--- src/rtl/usb_port_ctl.sv ---
module usb_port_ctl #(
  parameter int EXIT_LIMIT = 120000,
  parameter int REG_W      = 8
) (
  input  logic             clk,
  input  logic             rst_n,
  input  logic             wr_en,
  input  logic [REG_W-1:0] wr_data,
  output logic [REG_W-1:0] rdata,
  input  logic             jk_seen,
  input  logic             hs_idle,
  input  logic             oc_in,
  input  logic             eof_err,
  input  logic             port_en,
  input  logic             port_susp,
  output logic             resume_drive,
  output logic             disable_req,
  output logic             pcd_pulse
);
  localparam int CW = $clog2(EXIT_LIMIT + 1);
  localparam logic [CW-1:0] CNT_MAX  = CW'(EXIT_LIMIT);
  localparam logic [CW-1:0] CNT_TRIP = CW'(EXIT_LIMIT - 1);

  logic rsm, exiting, nodrv;
  logic oca, occ, pec, rto, ufl;
  logic pcd_q, err_q;
  logic [CW-1:0] cnt;

  wire hw_set   = jk_seen & port_susp;
  wire sw_set   = wr_en & wr_data[0];
  wire misuse   = port_en & ~port_susp;
  wire err_dis  = eof_err & port_en;
  wire oc_edge  = oc_in ^ oca;
  wire time_up  = exiting & ~hs_idle & (cnt == CNT_TRIP);

  assign rdata        = REG_W'({ufl, rto, pec, occ, oca, rsm});
  assign resume_drive = rsm & ~nodrv;
  assign disable_req  = oca | err_q;
  assign pcd_pulse    = pcd_q;

  always_ff @(posedge clk or negedge rst_n) begin
    if (!rst_n) begin
      rsm <= 1'b0; exiting <= 1'b0; nodrv <= 1'b0; cnt <= '0;
      oca <= 1'b0; occ <= 1'b0; pec <= 1'b0; rto <= 1'b0; ufl <= 1'b0;
      pcd_q <= 1'b0; err_q <= 1'b0;
    end else begin
      pcd_q <= hw_set & ~rsm;
      err_q <= err_dis;
      oca   <= oc_in;

      if (oc_edge)                     occ <= 1'b1;
      else if (wr_en && wr_data[2])    occ <= 1'b0;

      if (err_dis)                     pec <= 1'b1;
      else if (wr_en && wr_data[3])    pec <= 1'b0;

      if (time_up)                     rto <= 1'b1;
      else if (wr_en && wr_data[4])    rto <= 1'b0;

      if (!rsm && !hw_set && sw_set && misuse) ufl <= 1'b1;
      else if (wr_en && wr_data[5])            ufl <= 1'b0;

      if (!rsm) begin
        if (hw_set) begin
          rsm   <= 1'b1;
          nodrv <= 1'b0;
        end else if (sw_set) begin
          rsm   <= 1'b1;
          nodrv <= misuse;
        end
      end else if (!exiting) begin
        if (wr_en && !wr_data[0]) begin
          exiting <= 1'b1;
          cnt     <= '0;
        end
      end else if (hs_idle) begin
        rsm     <= 1'b0;
        exiting <= 1'b0;
        nodrv   <= 1'b0;
      end else if (cnt != CNT_MAX) begin
        cnt <= cnt + 1'b1;
      end
    end
  end
endmodule

--- config.mk ---
export PLATFORM = sky130hd
export DESIGN_NAME = usb_port_ctl
export DESIGN_NICKNAME = d
export VERILOG_FILES = /design/src/rtl/usb_port_ctl.sv
export SDC_FILE = /design/constraint.sdc
export NUM_CORES = 1
export LEC_CHECK = 0
export BUFFER_PORTS_ARGS = -buffer_cell sky130_fd_sc_hd__buf_2
export CORE_ASPECT_RATIO = 1.4
export CORE_MARGIN = 8
export CORE_UTILIZATION = 45
export DETAILED_ROUTE_END_ITERATION = 10
export PLACE_DENSITY = 0.67
export SYNTH_ARGS = -nofsm -noshare
export SYNTH_HDL_FRONTEND = slang
export SYNTH_SLANG_ARGS = --single-unit
--- constraint.sdc ---
create_clock -name clk -period 3.07 [get_ports clk]
set_input_delay 0.614 -clock clk [delete_from_list [all_inputs] [get_ports clk]]
set_output_delay 0.614 -clock clk [all_outputs]
set_load 0.005 [all_outputs]
Yosys cells after proc, flatten, opt, wreduce, memory -nomap -nowiden
Index checks and enable logic that the tools add are counted.
- flip-flop bits (word level): 27
- bits of input ports: 17
- output and inout port bits: 11
- word-level logic and storage cells: 75
- $add $sub $neg: 1
- equal/unequal tests: 6
- mux-type cells: 24
- bitwise operators: 14
- reductions and logical operators: 19
- operators by type and width (kind ; number):
    two-way mux 17 bit ; 4
    two-way mux 1 bit ; 20
    adder 17 x 1 -> 17 bit (second input constant) ; 1
    == test 17 bit (second input constant) ; 1
    != test 17 bit (second input constant) ; 1
    nonzero test 2 bit ; 5
    bitwise AND 1 bit ; 8
    logical AND 1 bit ; 8
    != test 2 x 1 -> 1 bit (second input constant) ; 2
    != test 2 bit (second input constant) ; 2
    NOT 1 bit ; 4
    AND reduction 4 bit ; 1
    zero test 1 bit ; 3
    AND reduction 3 bit ; 1
    nonzero test 3 bit ; 1
    bitwise OR 1 bit ; 1
    bitwise XOR 1 bit ; 1

Logic depth before layout (Yosys ltp)
- depth after elaboration: 6
- gate-level depth with buffers: 7
- mapped depth without buffers: 6

Worst setup path before layout
OpenSTA, ideal clock, no wires.
- kind: in2reg
- start point: input port wr_data[0]
- end point: register cnt[11]
- setup time: 0.131 ns
- arrival time: 1.505 ns
- data required time: 2.939 ns
- setup slack: 1.434 ns
- stages on the path: 6
- buffers on the path: 1
- path through: and4bb_1 -> a31oi_2 -> a21o_4 -> buf_6 -> o21ai_1 -> o41ai_1
- longest elaborated chain between the ends: 4
- RTL lines (what ; RTL line ; text):
    start: declaration ; 8 ; input logic [REG_W-1:0] wr_data,
    zero test 1 bit ; 72 ; if (wr_en && !wr_data[0]) begin
    logical AND 1 bit ; 72 ;
    nonzero test 2 bit (no source line) ; -- ;
    AND reduction 4 bit (no source line) ; -- ;
    end signal: assignment ; 81 ; cnt <= cnt + 1'b1;
    end: declaration ; 27 ; logic [CW-1:0] cnt;
No other way between the ends.
A chain may end at the register's enable or synchronous reset.

Worst setup path in the final report
- start point: register exiting
- end point: register cnt[2]
- longest elaborated chain between the ends: 2
- elaborated cells on any way between the ends: 5
- classes of those cells: 2 x eq/ne; 1 x mux; 2 x reduce/logical
- RTL lines (what ; RTL line ; text):
    start: declaration ; 24 ; logic rsm, exiting, nodrv;
    start signal: assignment ; 43 ; rsm <= 1'b0; exiting <= 1'b0; nodrv <= 1'b0; cnt <= '0;
    start signal: assignment ; 73 ; exiting <= 1'b1;
    start signal: assignment ; 78 ; exiting <= 1'b0;
    != test 2 x 1 -> 1 bit (no source line) (tied with other cells) ; -- ;
    AND reduction 4 bit (no source line) ; -- ;
Parallel ways exist; a longest one is shown, timed or not.

==> metrics.yaml <==
ios: 28
crit_type: "register to register"
start_util: 0.4613
synth_edf_count: 0
cts-buffers-inserted: 3
report.final.slew_viol_count: 0
status: "complete, no violations"
relSlewSlack: 0.6120
yosys_warnings: 0
tightestPinTransition_ps: 581.9
clk_pin_slew_ps: 100
cap_violations: 0
rsz0062_at_grt: "no"
grt_usage: 0.1255
seq_area_frac_synth: 0.4376
setup.worst_path.end_class: "register"
cts_htree_levels: 1
insertion_delay_ps: 270
finish.utilization: 0.4979
netlist_instances: 164
hp-class: "primary input to async pin"
arrival_ps: 2050
die_area_sq_um: 5588
max_freq_mhz: 536.2
setup_violations: 0
p_per_area_nw_per_um2: 608.7
avgSynthCellArea_sq_um: 9.415
antennaDiodeCount: 0
hold_ws_ps: 334.6
crit_path_start_kind: "register"
cts.sinks: 27
tns_ps: 0
path_buf_inv: 0
cts_tree: "yes"
power.leakage_nw: 0.7805
grt_overflow_total: 0
antenna_found_initial: 0
hold_buffers: 0
port_buffers: 22
core.rowCount: 25
ant_nets: 0
slowest_delay_ps: 670
drive_above_1_share: 0.2123
fin_nets: 199
core_sq_um: 3347
dr.first_iter.drc_count: 44
grt_pass1_vias: 1292
routedWlPerCell_microns: 14.66
stdcell_count: 219
final.min_clock_period_ps: 1865
routed_wl_microns: 3211
crit_top_cell: "o21ai_0"
ys_types: 44
critPathTopFamily: "compound AO/OA/AOI/OAI gates"
fp.dieW_microns: 65.51
grt_max_degree: 28
crit_required_ps: 3250
ys.flop_type: "dfrtp_1"
firstDrtPassIters: 4
max-vdd-ir-drop_mv: 0.3482
post_cts_buffers: 0
detailed_place_hpwl_microns: 2419
skew_ps: 8.049
clockRootBuffer: "clkbuf_8"
hold_violations: 0
ys_async_sr_fraction: 1.000
dp.cells: 215
syn-cell-area_sq_um: 1544
crit_fanout: 15
clk_path_buf_depth: 2
grt_pass1_wl_microns: 5768
period_share: 0.6075
avgViaCountPerCell: 5.699
ys_ff_latch: 27
final_cell_mix: "nand2_1, dfrtp_1, buf_2"
gp_congestion: 0.8019
path_cells: "and4bb_1 -> a31oi_2 -> a21o_4 -> o21ai_0 -> o21ai_0"
post_cts_resized: 0
area_growth_pct: 7.942
vias: 1248
crit_slowest_cell: "dfrtp_1"
drc: 0
die_y_microns: 85.31
==> path summary, 6_finish.rpt <==
check	from	cells past startpoint	endpoint	slack, ps
max in group asynchronous	rst_n	1	rto$_DFFE_PN0P_	2350
hold reg to reg	occ$_DFFE_PN0P_	2	occ$_DFFE_PN0P_	470
min in group clk	occ$_DFFE_PN0P_	2	occ$_DFFE_PN0P_	470
hold / removal	rst_n	1	cnt[13]$_DFFE_PN0P_	330
setup / recovery	exiting$_DFFE_PN0P_	5	cnt[2]$_DFFE_PN0P_	1200
setup reg to reg	exiting$_DFFE_PN0P_	5	cnt[2]$_DFFE_PN0P_	1200
==> area by class of cell <==
type | instances | area (sq um)
multi-input cells | 122 | 769.5
flip-flops and latches | 27 | 675.6
repair buffers | 22 | 110.1
clock buffers | 3 | 41.29
clock inverters | 1 | 5.005
well taps | 40 | 50.05
inverters | 4 | 15.01
fillers | 318 | 1680
==> synthesized netlist by cell type (2+ instances only) <==
cell type	n	area [sq um]
and2_1	3	18.77
a21o_1	4	30.03
nand2_1	27	101.4
o21ai_0	13	65.06
nand4_1	7	43.79
buf_4	9	67.56
inv_1	3	11.26
o41ai_1	2	17.52
mux2i_1	2	20.02
nand3_1	9	45.04
ha_1	2	25.02
nor4_4	3	63.81
dfrtp_1	27	675.7
or3_1	2	12.51
o21ai_1	5	25.02
a31oi_1	3	18.77
nor3_1	2	10.01
nor2_1	10	37.54
and3_1	3	18.77
nand2_2	2	12.51
o31ai_1	3	22.52
==> layer usage <==
layer	vias up	wire (microns)	global-route usage	part of all wire
met2	31	1547	0.2255	0.48
met4	0	21	0.03586	0.0065
met1	605	1416	0.1415	0.44
met5	-	0	0	0
li1	610	-	-	-
met3	2	225	0.02767	0.070
==> worst register-to-register path, delay by kind of cell, from the launching register on <==
family,cells,cell delay (ps)
AO/OA/AOI/OAI,4,830
flip-flops,1,670
AND/OR/NAND/NOR,1,270
==> cell families after synthesis <==
| group | Yosys count | synth area share |
|---|---|---|
| simple gates | 76 | 0.2877 |
| compound gates | 38 | 0.1637 |
| flops | 27 | 0.4376 |
| buf+inv | 16 | 0.06644 |
| mux | 3 | 0.02026 |
| fa+ha+maj | 2 | 0.01620 |
| other cells | 1 | 0.002429 |
| xor+xnor | 1 | 0.005674 |
==> flip-flops by register name, summed over array words and instances (netlist names) <==
| signal | flops |
|---|---|
| occ | 1 |
| pcd_pulse | 1 |
| err_q | 1 |
| oca | 1 |
| ufl | 1 |
| nodrv | 1 |
| rsm | 1 |
| cnt | 17 |
| pec | 1 |
| rto | 1 |
| exiting | 1 |
==> where the power goes <==
| part | internal (W) | leakage, nW | total, W | switching, W |
|---|---|---|---|---|
| Clock | 0.0000908 | 0.0255 | 0.000200 | 0.000109 |
| Combinational | 0.000133 | 0.400 | 0.000303 | 0.000170 |
| Sequential | 0.000411 | 0.355 | 0.000512 | 0.000101 |
| Total | 0.000635 | 0.780 | 0.00101 | 0.000380 |
==> through the flow <==
stage	area (sq um)	setup WS (ps)	power, W
finish	1667	1205	0.001014
global route	1667	961.6	0.001102
CTS	1667	1181	0.001027
detailed placement	1620	1142	0.0008283
global placement	1620	1169	0.0008103
floorplan	1548	1434	0.0007485
(Power assumes the default switching activity.)
